===== src/rtl/sitd_pkg.sv =====
package sitd_pkg;

    localparam int UF_W  = 3;
    localparam int NUF   = 1 << UF_W;
    localparam int TB_W  = 10;
    localparam int TC_W  = 3;
    localparam int OFF_W = 12;

    typedef enum logic [1:0] {
        TP_ALL   = 2'b00,
        TP_BEGIN = 2'b01,
        TP_MID   = 2'b10,
        TP_END   = 2'b11
    } tpos_e;

    typedef struct packed {
        logic              active;
        logic              csplit;
        logic [NUF-1:0]    smask;
        logic [NUF-1:0]    cmask;
        logic [NUF-1:0]    cprog;
        tpos_e             tp;
        logic [TC_W-1:0]   tcount;
        logic [TB_W-1:0]   total;
        logic [OFF_W-1:0]  offset;
        logic              page;
    } sitd_t;

    typedef enum logic [2:0] {
        ST_IDLE,
        ST_EVAL,
        ST_SS,
        ST_CS,
        ST_WB
    } seq_st_e;

    function automatic tpos_e next_tp(input logic [TC_W-1:0] left, input tpos_e cur);
        if (left == TC_W'(1))      return TP_END;
        else if (left == '0)       return cur;
        else                       return TP_MID;
    endfunction

endpackage


===== src/rtl/sitd_frame_test.sv =====
module sitd_frame_test
    import sitd_pkg::*;
(
    input  logic [UF_W-1:0] uframe,
    input  logic [NUF-1:0]  smask,
    input  logic [NUF-1:0]  cmask,
    input  logic [NUF-1:0]  cprog,
    output logic [NUF-1:0]  uf_bit,
    output logic            s_hit,
    output logic            c_hit,
    output logic            prev_ok
);

    logic [NUF-1:0] below;
    logic [NUF-1:0] prev_oh;

    for (genvar g = 0; g < NUF; g++) begin : g_dec
        assign uf_bit[g] = (uframe == UF_W'(g));
    end

    assign s_hit = |(uf_bit & smask);
    assign c_hit = |(uf_bit & cmask);
    assign below = smask & (uf_bit - NUF'(1));

    // highest scheduled start bit below the current frame
    always_comb begin
        prev_oh = '0;
        for (int i = 0; i < NUF; i++) begin
            if (below[i]) prev_oh = NUF'(1) << i;
        end
    end

    assign prev_ok = (prev_oh == '0) || (|(prev_oh & cprog));

endmodule


===== src/rtl/sitd_out_advance.sv =====
module sitd_out_advance
    import sitd_pkg::*;
#(
    parameter int CHUNK_MAX  = 188,
    parameter bit PROG_CHECK = 1'b1,
    localparam int LEN_W     = $clog2(CHUNK_MAX + 1)
) (
    input  sitd_t           cur,
    input  logic [NUF-1:0]  uf_bit,
    output logic [LEN_W-1:0] len,
    output logic            consistent,
    output sitd_t           nxt
);

    localparam logic [TB_W:0] CHUNK_W = (TB_W+1)'(CHUNK_MAX);

    logic [TB_W:0]    need;
    logic [OFF_W:0]   sum;
    logic [TB_W-1:0]  len_ext;
    logic [TC_W-1:0]  left;
    logic             tp_ok;

    always_comb begin
        if ({1'b0, cur.total} > CHUNK_W) len = LEN_W'(CHUNK_MAX);
        else                             len = LEN_W'(cur.total);
    end

    assign len_ext = TB_W'(len);

    always_comb begin
        if (cur.total == '0) need = (TB_W+1)'(1);
        else                 need = ({1'b0, cur.total} + CHUNK_W - (TB_W+1)'(1)) / CHUNK_W;
    end

    always_comb begin
        if (cur.tcount == TC_W'(1)) tp_ok = (cur.tp == TP_ALL)   || (cur.tp == TP_END);
        else                        tp_ok = (cur.tp == TP_BEGIN) || (cur.tp == TP_MID);
    end

    assign consistent = (cur.tcount != '0) && (need == (TB_W+1)'(cur.tcount)) && tp_ok;

    assign sum  = {1'b0, cur.offset} + (OFF_W+1)'(len);
    assign left = cur.tcount - TC_W'(1);

    always_comb begin
        nxt        = cur;
        nxt.total  = cur.total - len_ext;
        nxt.offset = sum[OFF_W-1:0];
        nxt.page   = cur.page ^ sum[OFF_W];
        nxt.tcount = left;
        nxt.tp     = next_tp(left, cur.tp);
        nxt.active = (left != '0);
        if (PROG_CHECK) nxt.cprog = cur.cprog | uf_bit;
    end

endmodule


===== src/rtl/sitd_sequencer.sv =====
module sitd_sequencer
    import sitd_pkg::*;
#(
    parameter int CHUNK_MAX  = 188,
    parameter bit PROG_CHECK = 1'b1,
    localparam int LEN_W     = $clog2(CHUNK_MAX + 1)
) (
    input  logic              clk,
    input  logic              rst,
    input  logic              req_valid,
    input  logic              req_dir_in,
    input  logic [UF_W-1:0]   req_uframe,
    input  logic              in_active,
    input  logic              in_csplit,
    input  logic [NUF-1:0]    in_smask,
    input  logic [NUF-1:0]    in_cmask,
    input  logic [NUF-1:0]    in_cprog,
    input  logic [1:0]        in_tp,
    input  logic [TC_W-1:0]   in_tcount,
    input  logic [TB_W-1:0]   in_total,
    input  logic [OFF_W-1:0]  in_offset,
    input  logic              in_page,
    output logic              busy,
    output logic              ss_req,
    output logic              cs_req,
    output logic [LEN_W-1:0]  ss_len,
    output logic [1:0]        ss_tp,
    input  logic              bus_done,
    output logic              wb_valid,
    output logic              wb_err,
    output logic              wb_skip,
    output logic              wb_active,
    output logic              wb_csplit,
    output logic [NUF-1:0]    wb_cprog,
    output logic [1:0]        wb_tp,
    output logic [TC_W-1:0]   wb_tcount,
    output logic [TB_W-1:0]   wb_total,
    output logic [OFF_W-1:0]  wb_offset,
    output logic              wb_page
);

    seq_st_e          st;
    sitd_t            cur;
    sitd_t            nxt;
    logic             dir_q;
    logic [UF_W-1:0]  uf_q;
    logic             err_q;
    logic             skip_q;

    logic [NUF-1:0]   uf_bit;
    logic             s_hit;
    logic             c_hit;
    logic             prev_ok;
    logic [LEN_W-1:0] adv_len;
    logic             consistent;

    sitd_frame_test u_test (
        .uframe  (uf_q),
        .smask   (cur.smask),
        .cmask   (cur.cmask),
        .cprog   (cur.cprog),
        .uf_bit  (uf_bit),
        .s_hit   (s_hit),
        .c_hit   (c_hit),
        .prev_ok (prev_ok)
    );

    sitd_out_advance #(
        .CHUNK_MAX  (CHUNK_MAX),
        .PROG_CHECK (PROG_CHECK)
    ) u_adv (
        .cur        (cur),
        .uf_bit     (uf_bit),
        .len        (adv_len),
        .consistent (consistent),
        .nxt        (nxt)
    );

    always_ff @(posedge clk) begin
        if (rst) begin
            st     <= ST_IDLE;
            cur    <= '0;
            dir_q  <= 1'b0;
            uf_q   <= '0;
            err_q  <= 1'b0;
            skip_q <= 1'b0;
        end else begin
            unique case (st)
                ST_IDLE: begin
                    if (req_valid) begin
                        cur.active <= in_active;
                        cur.csplit <= in_csplit;
                        cur.smask  <= in_smask;
                        cur.cmask  <= in_cmask;
                        cur.cprog  <= in_cprog;
                        cur.tp     <= tpos_e'(in_tp);
                        cur.tcount <= in_tcount;
                        cur.total  <= in_total;
                        cur.offset <= in_offset;
                        cur.page   <= in_page;
                        dir_q      <= req_dir_in;
                        uf_q       <= req_uframe;
                        err_q      <= 1'b0;
                        skip_q     <= 1'b0;
                        st         <= ST_EVAL;
                    end
                end
                ST_EVAL: begin
                    if (!cur.active) begin
                        st <= ST_WB;
                    end else if (cur.csplit) begin
                        st <= c_hit ? ST_CS : ST_WB;
                    end else if (!s_hit) begin
                        st <= ST_WB;
                    end else if (dir_q) begin
                        st <= ST_SS;
                    end else if (!consistent) begin
                        err_q <= 1'b1;
                        st    <= ST_WB;
                    end else if (PROG_CHECK && !prev_ok) begin
                        skip_q     <= 1'b1;
                        cur.active <= 1'b0;
                        st         <= ST_WB;
                    end else begin
                        st <= ST_SS;
                    end
                end
                ST_SS: begin
                    if (bus_done) begin
                        if (dir_q) cur.csplit <= 1'b1;
                        else       cur        <= nxt;
                        st <= ST_WB;
                    end
                end
                ST_CS: begin
                    if (bus_done) st <= ST_WB;
                end
                ST_WB: begin
                    st <= ST_IDLE;
                end
                default: st <= ST_IDLE;
            endcase
        end
    end

    assign busy      = (st != ST_IDLE);
    assign ss_req    = (st == ST_SS);
    assign cs_req    = (st == ST_CS);
    assign ss_len    = dir_q ? '0 : adv_len;
    assign ss_tp     = cur.tp;
    assign wb_valid  = (st == ST_WB);
    assign wb_err    = wb_valid & err_q;
    assign wb_skip   = wb_valid & skip_q;
    assign wb_active = cur.active;
    assign wb_csplit = cur.csplit;
    assign wb_cprog  = cur.cprog;
    assign wb_tp     = cur.tp;
    assign wb_tcount = cur.tcount;
    assign wb_total  = cur.total;
    assign wb_offset = cur.offset;
    assign wb_page   = cur.page;

endmodule


===== config.mk =====
export PLATFORM = sky130hd
export DESIGN_NAME = sitd_sequencer
export DESIGN_NICKNAME = d
export VERILOG_FILES = /design/src/rtl/sitd_pkg.sv /design/src/rtl/sitd_frame_test.sv /design/src/rtl/sitd_out_advance.sv /design/src/rtl/sitd_sequencer.sv
export SDC_FILE = /design/constraint.sdc
export NUM_CORES = 1
export LEC_CHECK = 0
export ABC_AREA = 1
export BUFFER_PORTS_ARGS = -buffer_cell sky130_fd_sc_hd__buf_2
export CORE_MARGIN = 10
export CORE_UTILIZATION = 60
export CTS_BUF_LIST = sky130_fd_sc_hd__clkbuf_4 sky130_fd_sc_hd__clkbuf_8
export DETAILED_ROUTE_END_ITERATION = 8
export GPL_ROUTABILITY_DRIVEN = 0
export PLACE_DENSITY = 0.89
export SLEW_MARGIN = 20
export SYNTH_ARGS = -nofsm -noshare
export SYNTH_HDL_FRONTEND = slang
export SYNTH_SLANG_ARGS = --single-unit

===== constraint.sdc =====
create_clock -name clk -period 5.3 [get_ports clk]
set_input_delay 0.265 -clock clk [delete_from_list [all_inputs] [get_ports clk]]
set_output_delay 0.265 -clock clk [all_outputs]
set_load 0.005 [all_outputs]

== Yosys cells after proc, flatten, opt, wreduce, memory -nomap -nowiden ==
Index checks and enable logic that the tools add are counted.

* Register bits after elaboration: 63
* Output and inout port bits: 54
* Bits of input ports: 62
* Word-level logic and storage cells: 143
* Bits in latches: 0
* Bits in writable memories: 0
* Memories kept: 0
* ROM bits: 0

* Bitwise gates (word level): 9
* Shift operators: 0
* Reduce and logical (&&, ||, !) cells: 30
* Muxes and demuxes: 51
* Div/mod/pow operators: 1
* Multiply operators: 0
* Magnitude comparators: 1
* Eq/ne operators: 30
* Add/sub/neg operators: 6

{| class="wikitable"
|+ Operator list
! cell !! number
|-
| 54-bit two-way mux || 2
|-
| 53-bit one-hot mux with 2 select lines || 1
|-
| 36-bit two-way mux || 1
|-
| 8-bit bitwise AND || 4
|-
| 3-bit two-way mux || 10
|-
| 8-bit two-way mux || 3
|-
| 8-bit OR reduction || 3
|-
| 1-bit two-way mux || 22
|-
| 2-bit inequality test, second input constant || 9
|-
| 3-bit == test, second input constant || 5
|-
| 12-bit by 8-bit adder with 13-bit output || 1
|-
| 3-bit by 1-bit == test with 1-bit output, second input constant || 4
|-
| 3-bit by 2-bit == test with 1-bit output, second input constant || 4
|-
| 4-bit AND reduction || 3
|-
| 3-bit nonzero test || 4
|-
| 10-bit by 8-bit adder with 11-bit output, second input constant || 1
|-
| 11-bit by 8-bit divider with 11-bit output, second input constant || 1
|-
| 11-bit by 3-bit == test with 1-bit output || 1
|-
| 11-bit two-way mux || 1
|-
| 11-bit by 1-bit subtractor with 11-bit output, second input constant || 1
|-
| 10-bit by 8-bit greater-than comparator with 1-bit output, second input constant || 1
|-
| 10-bit logical NOT || 1
|-
| 10-bit by 8-bit subtractor with 10-bit output || 1
|-
| 3-bit logical NOT || 3
|-
| other kinds (29) || 41
|}

== Longest topological paths before layout ==
Gate-level depths: netlist of the first run.

* Depth after elaboration: 21
* Mapped depth: 31
* Gate-level depth less buffers: 31

== Modules after synthesis ==
A second synthesis of the first run with hierarchy kept.

* Cells, all modules: 1075
* Area total of the unflattened synthesis: 6252.2 um2

{| class="wikitable"
|+ Modules (own cells, without submodules)
! module !! area an instance (um2) !! times used !! cells each
|-
| sitd_sequencer || 4048.9 || 1 || 678
|-
| sitd_out_advance || 1721.7 || 1 || 295
|-
| sitd_frame_test || 481.7 || 1 || 102
|}

== Worst setup path after synthesis of the first run ==
OpenSTA, ideal clock, no wires.

* Kind: reg2reg
* From: register, netlist name wb_total[9]
* To: register, netlist name wb_offset[11]
* Buffers on the path: 1
* Setup time: 0.070 ns
* Period minus slack after synthesis: 3.241 ns
* Data arrival time: 3.170 ns
* Cell stages (with the launch flop): 26
* Slack: 2.059 ns
* Cell sequence: dfxtp_1 > nor2_1 > inv_1 > nor2_1 > inv_1 > nand2_1 > clkbuf_1 > nand2_1 > ha_1 > nand2_1 > nor2_1 > a211oi_1 > nor2_1 > nor2_1 > o21ai_0 > inv_1 > nor2_1 > nor2_1 > o21bai_1 > nand2_1 > a21oi_1 > nand2_1 > nor2_1 > xor2_1 > o21bai_1 > a21oi_1

* Longest elaborated chain between the ends: 6

{| class="wikitable"
|+ RTL lines
! element !! RTL line !! RTL
|-
| 10-bit by 8-bit greater-than comparator with 1-bit output || sitd_out_advance.sv:24 || <nowiki>if ({1'b0, cur.total} > CHUNK_W) len = LEN_W'(CHUNK_MAX);</nowiki>
|-
| 8-bit two-way mux || sitd_out_advance.sv:24 ||
|-
| 12-bit by 8-bit adder with 13-bit output || sitd_out_advance.sv:42 || <nowiki>assign sum = {1'b0, cur.offset} + (OFF_W+1)'(len);</nowiki>
|-
| 36-bit two-way mux || sitd_sequencer.sv:130 || <nowiki>if (dir_q) cur.csplit <= 1'b1;</nowiki>
|-
| 54-bit two-way mux || sitd_sequencer.sv:129 || <nowiki>if (bus_done) begin</nowiki>
|-
| 53-bit one-hot mux with 2 select lines || sitd_sequencer.sv:88 || <nowiki>unique case (st)</nowiki>
|}

Every way passes these cells. The select of a mux whose other input is x is not followed.
A chain may end at the register's enable or synchronous reset.

== Final worst setup path of the first run ==
* From: register, netlist name wb_total[0]
* To: register, netlist name wb_offset[11]

* Longest elaborated chain between the ends: 6

{| class="wikitable"
|+ RTL lines
! element !! RTL line
|-
| 10-bit by 8-bit greater-than comparator with 1-bit output || sitd_out_advance.sv:24
|-
| 8-bit two-way mux * || sitd_out_advance.sv:24
|-
| 12-bit by 8-bit adder with 13-bit output * || sitd_out_advance.sv:42
|-
| 36-bit two-way mux * || sitd_sequencer.sv:130
|-
| 54-bit two-way mux * || sitd_sequencer.sv:129
|-
| 53-bit one-hot mux with 2 select lines * || sitd_sequencer.sv:88
|}

Mark *: on every way between the ends. The rest lies on a longest branch, timed or not. The select of a mux whose other input is x is not followed.

==> impl_metrics.env, run 1 <==
export IMPL_num_rows=31
export IMPL_first_pass_iters=5
export IMPL_async_flop_share_pct=0
export IMPL_synth_top_area_share_pct=28.0
export IMPL_max_cap_violations=0
export IMPL_synth_cells=693
export IMPL_setup_ws_ns=1.13
export IMPL_cts_reportedPaths_clkPinSlew_ns=0.07
export IMPL_grt_max_degree=51
export IMPL_mostFrequentLayoutCell="nand2_1"
export IMPL_hpwl_um=10300
export IMPL_grt_setup_unrepaired="false"
export IMPL_ys_seq_area_share_pct=28.0
export IMPL_cpMaxStageDelayCell="dfxtp_1"
export IMPL_grt_pass1_wl_um=22300
export IMPL_synthFlopType="dfxtp_1"
export IMPL_die_height_um=107
export IMPL_multi_input_area_sq_um=2510
export IMPL_vias=4965
export IMPL_routedWlPerCell_um=15.9
export IMPL_min_period_ns=4.17
export IMPL_pwr_density_cell_nw_per_um2=322
export IMPL_register_area_sq_um=1260
export IMPL_status="completed"
export IMPL_root_buffer="clkbuf_8"
export IMPL_clockBufferDepth=2
export IMPL_slew_viol_final=0
export IMPL_synth_cell_types=45
export IMPL_end_kind="register"
export IMPL_cts_hold_buffers=0
export IMPL_ir_worst_vdd_uv=288
export IMPL_arrival_ns=4.36
export IMPL_critPathMostFrequentCell="nor2_1"
export IMPL_wl_um=13800
export IMPL_drc=0
export IMPL_worstSetupStartpointType="register"
export IMPL_diodes=0
export IMPL_fp_dieW_um=107
export IMPL_fin_skew_ns=0.00818
export IMPL_drt_iter0_drc=438
export IMPL_finalSetupViolCount=0
export IMPL_fillers=653
export IMPL_grt_pass1_vias=4808
export IMPL_num_nets_final=841
export IMPL_ant_nets=0
export IMPL_critPathKind="register to register"
export IMPL_max_slew_margin_pct=29.0
export IMPL_post_cts_resized=0
export IMPL_clock_fmax_ghz=0.240
export IMPL_portBuffers=115
export IMPL_coreArea_sq_um=7290
export IMPL_final_cell_mix="nand2_1, buf_2, inv_1, nor2_1, a21oi_1"
export IMPL_finalCritPeriodShare_pct=78.6
export IMPL_dieArea_sq_um=11400
export IMPL_place_ws_ns=1.27
export IMPL_startpoint="wb_total[0]"
export IMPL_numCtsBuffers=9
export IMPL_cp_top_family="simple AND/OR/NAND/NOR gates"
export IMPL_power_mw=1.64
export IMPL_tns_ns=0
export IMPL_initial_core_util_pct=61.8
export IMPL_crit_path_max_incr_delay_ns=0.43
export IMPL_ios=116
export IMPL_path_max_fanout=11
export IMPL_worst_pin_slew_ns=1.06
export IMPL_cts_htree_levels=3
export IMPL_area_growth_syn_to_layout_pct=12.9
export IMPL_hold_path_startpoint="in_offset[2]"
export IMPL_yosys_top_cells_area="dfxtp_1, nand2_1, a21oi_1, inv_1, nor2_1"
export IMPL_r2r_start="wb_total[0]"
export IMPL_yosysTopAreaCell="dfxtp_1"
export IMPL_cts_setup_buffers=0
export IMPL_grt_overflow=0
export IMPL_drive_gt1_share_pct=21.9
export IMPL_hp_class="input port to register"
export IMPL_grt_total_usage_pct=23.5
export IMPL_cts_sinks=63
export IMPL_crit_buf_inv=4
export IMPL_insertion_delay_ns=0.35
export IMPL_syn_area_sq_um=4500
export IMPL_synth_edf_count=0
export IMPL_required_ns=5.49
export IMPL_synth_nets=771
export IMPL_yosys_warnings=0
export IMPL_ys_ff_latch=63
export IMPL_drt_vias_per_instance=5.73
export IMPL_hold_violations=0
export IMPL_antenna_found_initial=0
export IMPL_cts_tree="done"
export IMPL_avgSynthCellArea_sq_um=6.50
export IMPL_power_leakage_nw=2.48
export IMPL_finish_utilization_pct=69.7
## worst paths after layout
| kind | end | slack, ns | cells after the start |
|---|---|---|---|
| worst max-delay path | wb_offset[11] | 1.13 | 26 |
| worst min-delay path | wb_offset[2] | 0.15 | 3 |
| worst max register to register | wb_offset[11] | 1.13 | 26 |
| worst min register to register | cur[37] | 0.47 | 2 |
## worst min-delay path, cell delays in order
cell and delay (ns):
buf_2 0.07, nor2_1 0.03, nor2_1 0.09
## sequential cells by signal, summed over array words and instances (netlist names)
name	cells
cur	16
wb_offset	12
wb_total	10
wb_cprog	8
st	3
uf_q	3
wb_tcount	3
ss_tp	2
dir_q	1
err_q	1
skip_q	1
wb_active	1
wb_csplit	1
wb_page	1
## cell families (layout without fill, tap and decap cells)
family,Yosys count,after routing,synth area share (%)
AOI/OAI and AO/OA,172,172,23.3
DFF,63,63,28.0
adders and majority gates,16,16,4.61
xor gates and xnor gates,8,8,1.72
other,1,1,0.0833
and+or+nand+nor,275,275,26.1
buffers and inverters,158,233,16.2
## metal layers
| layer | vias to the layer above | share of wire (%) | track usage [%] |
|---|---|---|---|
| met3 | 47 | 9.3 | 5.03 |
| met2 | 280 | 47 | 40.1 |
| met5 | - | 0 | 0 |
| met1 | 2236 | 40 | 27.6 |
| met4 | 0 | 3.4 | 10.6 |
| li1 | 2402 | - | - |
## cells in the mapped netlist, types with 5 or more instances
master    count
a22oi_1      13
nor3_1        7
xor2_1        6
o21ai_0      37
nand2_2       5
o211ai_1      8
nor2_1       75
nand3_1      34
ha_1         15
clkbuf_1     20
buf_4        37
inv_2        10
inv_1        84
o221ai_1      8
dfxtp_1      63
nor2_2        5
a21oi_1      70
nand2_1     135
a211oi_1     12
## stage by stage
stage	cells	instance area (sq um)	hold slack, ns
after floorplan	693	4500	0.355
after global placement	851	4870	0.446
after detailed placement	851	4870	0.456
after CTS	867	5090	0.152
after global routing	867	5090	0.164
final	867	5090	0.148
## power by group
group	internal, mW	switching, mW	total (mW)
clock network	0.268	0.200	0.469
registers	0.527	0.0548	0.582
logic	0.213	0.374	0.587
total	1.01	0.629	1.64
## layout make-up
cell class,instances,area share (%)
clock buffers,10,2.58
well taps,99,2.44
clock inverters,6,1.67
multi-input cells,472,49.4
flip-flops and latches,63,24.8
inverters,98,7.23
repair buffers,119,11.9
(Power assumes the default switching activity.)
==> inputs of run 2 (changes only) <==
Settings changed: CORE_UTILIZATION 60 to 55, PLACE_DENSITY 0.89 to 0.82.
Clock period 5.3 ns to 4 ns, I/O delays scaled along.
==> impl_metrics.env, run 2 (synthesis results as in run 1) <==
export IMPL_status="completed"
export IMPL_min_period_ns=3.67
export IMPL_final_cell_mix="nand2_1, buf_2, inv_1, nor2_1, a21oi_1"
export IMPL_drt_iter0_drc=422
export IMPL_clock_fmax_ghz=0.273
export IMPL_crit_buf_inv=6
export IMPL_slew_viol_final=0
export IMPL_ios=116
export IMPL_grt_util_met1_pct=26.3
export IMPL_coreArea_sq_um=7850
export IMPL_hpwl_um=10600
export IMPL_cpMaxStageDelayCell="fa_1"
export IMPL_initial_core_util_pct=57.4
export IMPL_first_pass_iters=5
export IMPL_routedWlPerCell_um=16.1
export IMPL_hold_violations=0
export IMPL_num_rows=32
export IMPL_num_nets_final=845
export IMPL_cts_tree="done"
export IMPL_hp_class="input port to register"
export IMPL_antenna_found_initial=0
export IMPL_finalSetupViolCount=0
export IMPL_cts_reportedPaths_clkPinSlew_ns=0.07
export IMPL_portBuffers=115
export IMPL_grt_total_usage_pct=21.4
export IMPL_pwr_density_cell_nw_per_um2=415
export IMPL_clockBufferDepth=2
export IMPL_cp_top_family="simple AND/OR/NAND/NOR gates"
export IMPL_grt_setup_unrepaired="false"
export IMPL_area_growth_syn_to_layout_pct=13.6
export IMPL_drt_vias_per_instance=5.63
export IMPL_met2_usage_pct=35.6
export IMPL_wl_um=14100
export IMPL_largest_reg_flops=16
export IMPL_max_cap_violations=0
export IMPL_grt_busiest_layer="met2"
export IMPL_dp_cells=856
export IMPL_path_max_fanout=8
export IMPL_fillers=716
export IMPL_die_height_um=110
export IMPL_root_buffer="clkbuf_8"
export IMPL_cts_sinks=63
export IMPL_finish_utilization_pct=65.2
export IMPL_drc=0
export IMPL_critPathMostFrequentCell="nor2_1"
export IMPL_fp_dieW_um=110
export IMPL_end_kind="register"
export IMPL_required_ns=4.19
export IMPL_numCtsBuffers=9
export IMPL_holdWs_ns=0.0832
export IMPL_grt_pass1_vias=4641
export IMPL_diodes=0
export IMPL_worstSetupStartpointType="register"
export IMPL_arrival_ns=3.86
export IMPL_mostFrequentLayoutCell="nand2_1"
export IMPL_cts_htree_levels=3
export IMPL_fin_skew_ns=0.00789
export IMPL_ant_nets=0
export IMPL_grt_max_degree=50
export IMPL_dieArea_sq_um=12200
export IMPL_grt_pass1_wl_um=22600
export IMPL_insertion_delay_ns=0.35
export IMPL_tns_ns=0
export IMPL_vias=4917
export IMPL_ir_worst_vdd_uv=200
export IMPL_finalCritPeriodShare_pct=91.7
export IMPL_use_met3_pct=5.13
export IMPL_regMostFlops="cur"
export IMPL_critPathKind="register to register"
export IMPL_layoutNonFillerInstCount=874
export IMPL_crit_path_max_incr_delay_ns=0.41
export IMPL_drive_gt1_share_pct=23.1
export IMPL_power_leakage_nw=2.49
export IMPL_max_slew_margin_pct=44.4
export IMPL_grt_overflow=0
export IMPL_worst_pin_slew_ns=0.829
==> run 2: metrics by stage <==
stage	area [sq um]	power [mW]	setup slack, ns
2_1_floorplan	4500	1.36	0.759
3_3_place_gp	4890	1.52	0.600
3_5_place_dp	4890	1.55	0.345
4_1_cts	5080	2.10	0.301
5_1_grt	5120	2.26	0.0153
6_report	5120	2.13	0.333
==> run 2: power breakdown <==
part,switching [mW],leakage (nW),internal [mW]
Clock,0.277,0.0916,0.287
Sequential,0.0742,0.520,0.699
Combinational,0.499,1.88,0.290
Total,0.850,2.49,1.28
==> run 2: final cells by class <==
type	instances	area, sq um	share of cell area (%)
Multi-Input combinational cell	472	2530	49.4
Clock buffer	9	124	2.42
Tap cell	102	128	2.49
Sequential cell	63	1260	24.7
Clock inverter	7	71.3	1.39
Timing Repair Buffer	123	636	12.4
Inverter	98	368	7.19
==> run 2: routing by layer <==
| layer | part of all wire [%] | vias to the layer above |
|---|---|---|
| met3 | 9.2 | 33 |
| met2 | 48 | 272 |
| met1 | 41 | 2210 |
| li1 | - | 2402 |
| met5 | 0 | - |
| met4 | 2.1 | 0 |
==> run 2: final timing paths <==
check | cells past startpoint | end | start | slack (ns)
max reg2reg | 29 | wb_page | wb_total[0] | 0.33
max | 29 | wb_page | wb_total[0] | 0.33
min reg2reg | 2 | err_q | err_q | 0.47
min | 3 | wb_offset[0] | in_offset[0] | 0.08
==> run 2: repair_timing <==
action | 4_1_cts | 5_1_grt
setup buffers | 0 | 2
resized for setup | 0 | 8
hold buffers | 0 | 0
setup endpoints to repair | 0 | 2
==> run 2: worst reg2reg max path: cells and delay by family, from the launching register on <==
family,cells,cell delay [ns]
compound gates,5,0.50
fa+ha+maj,3,0.74
buf+inv,6,0.45
flops,1,0.34
simple gates,15,1.50
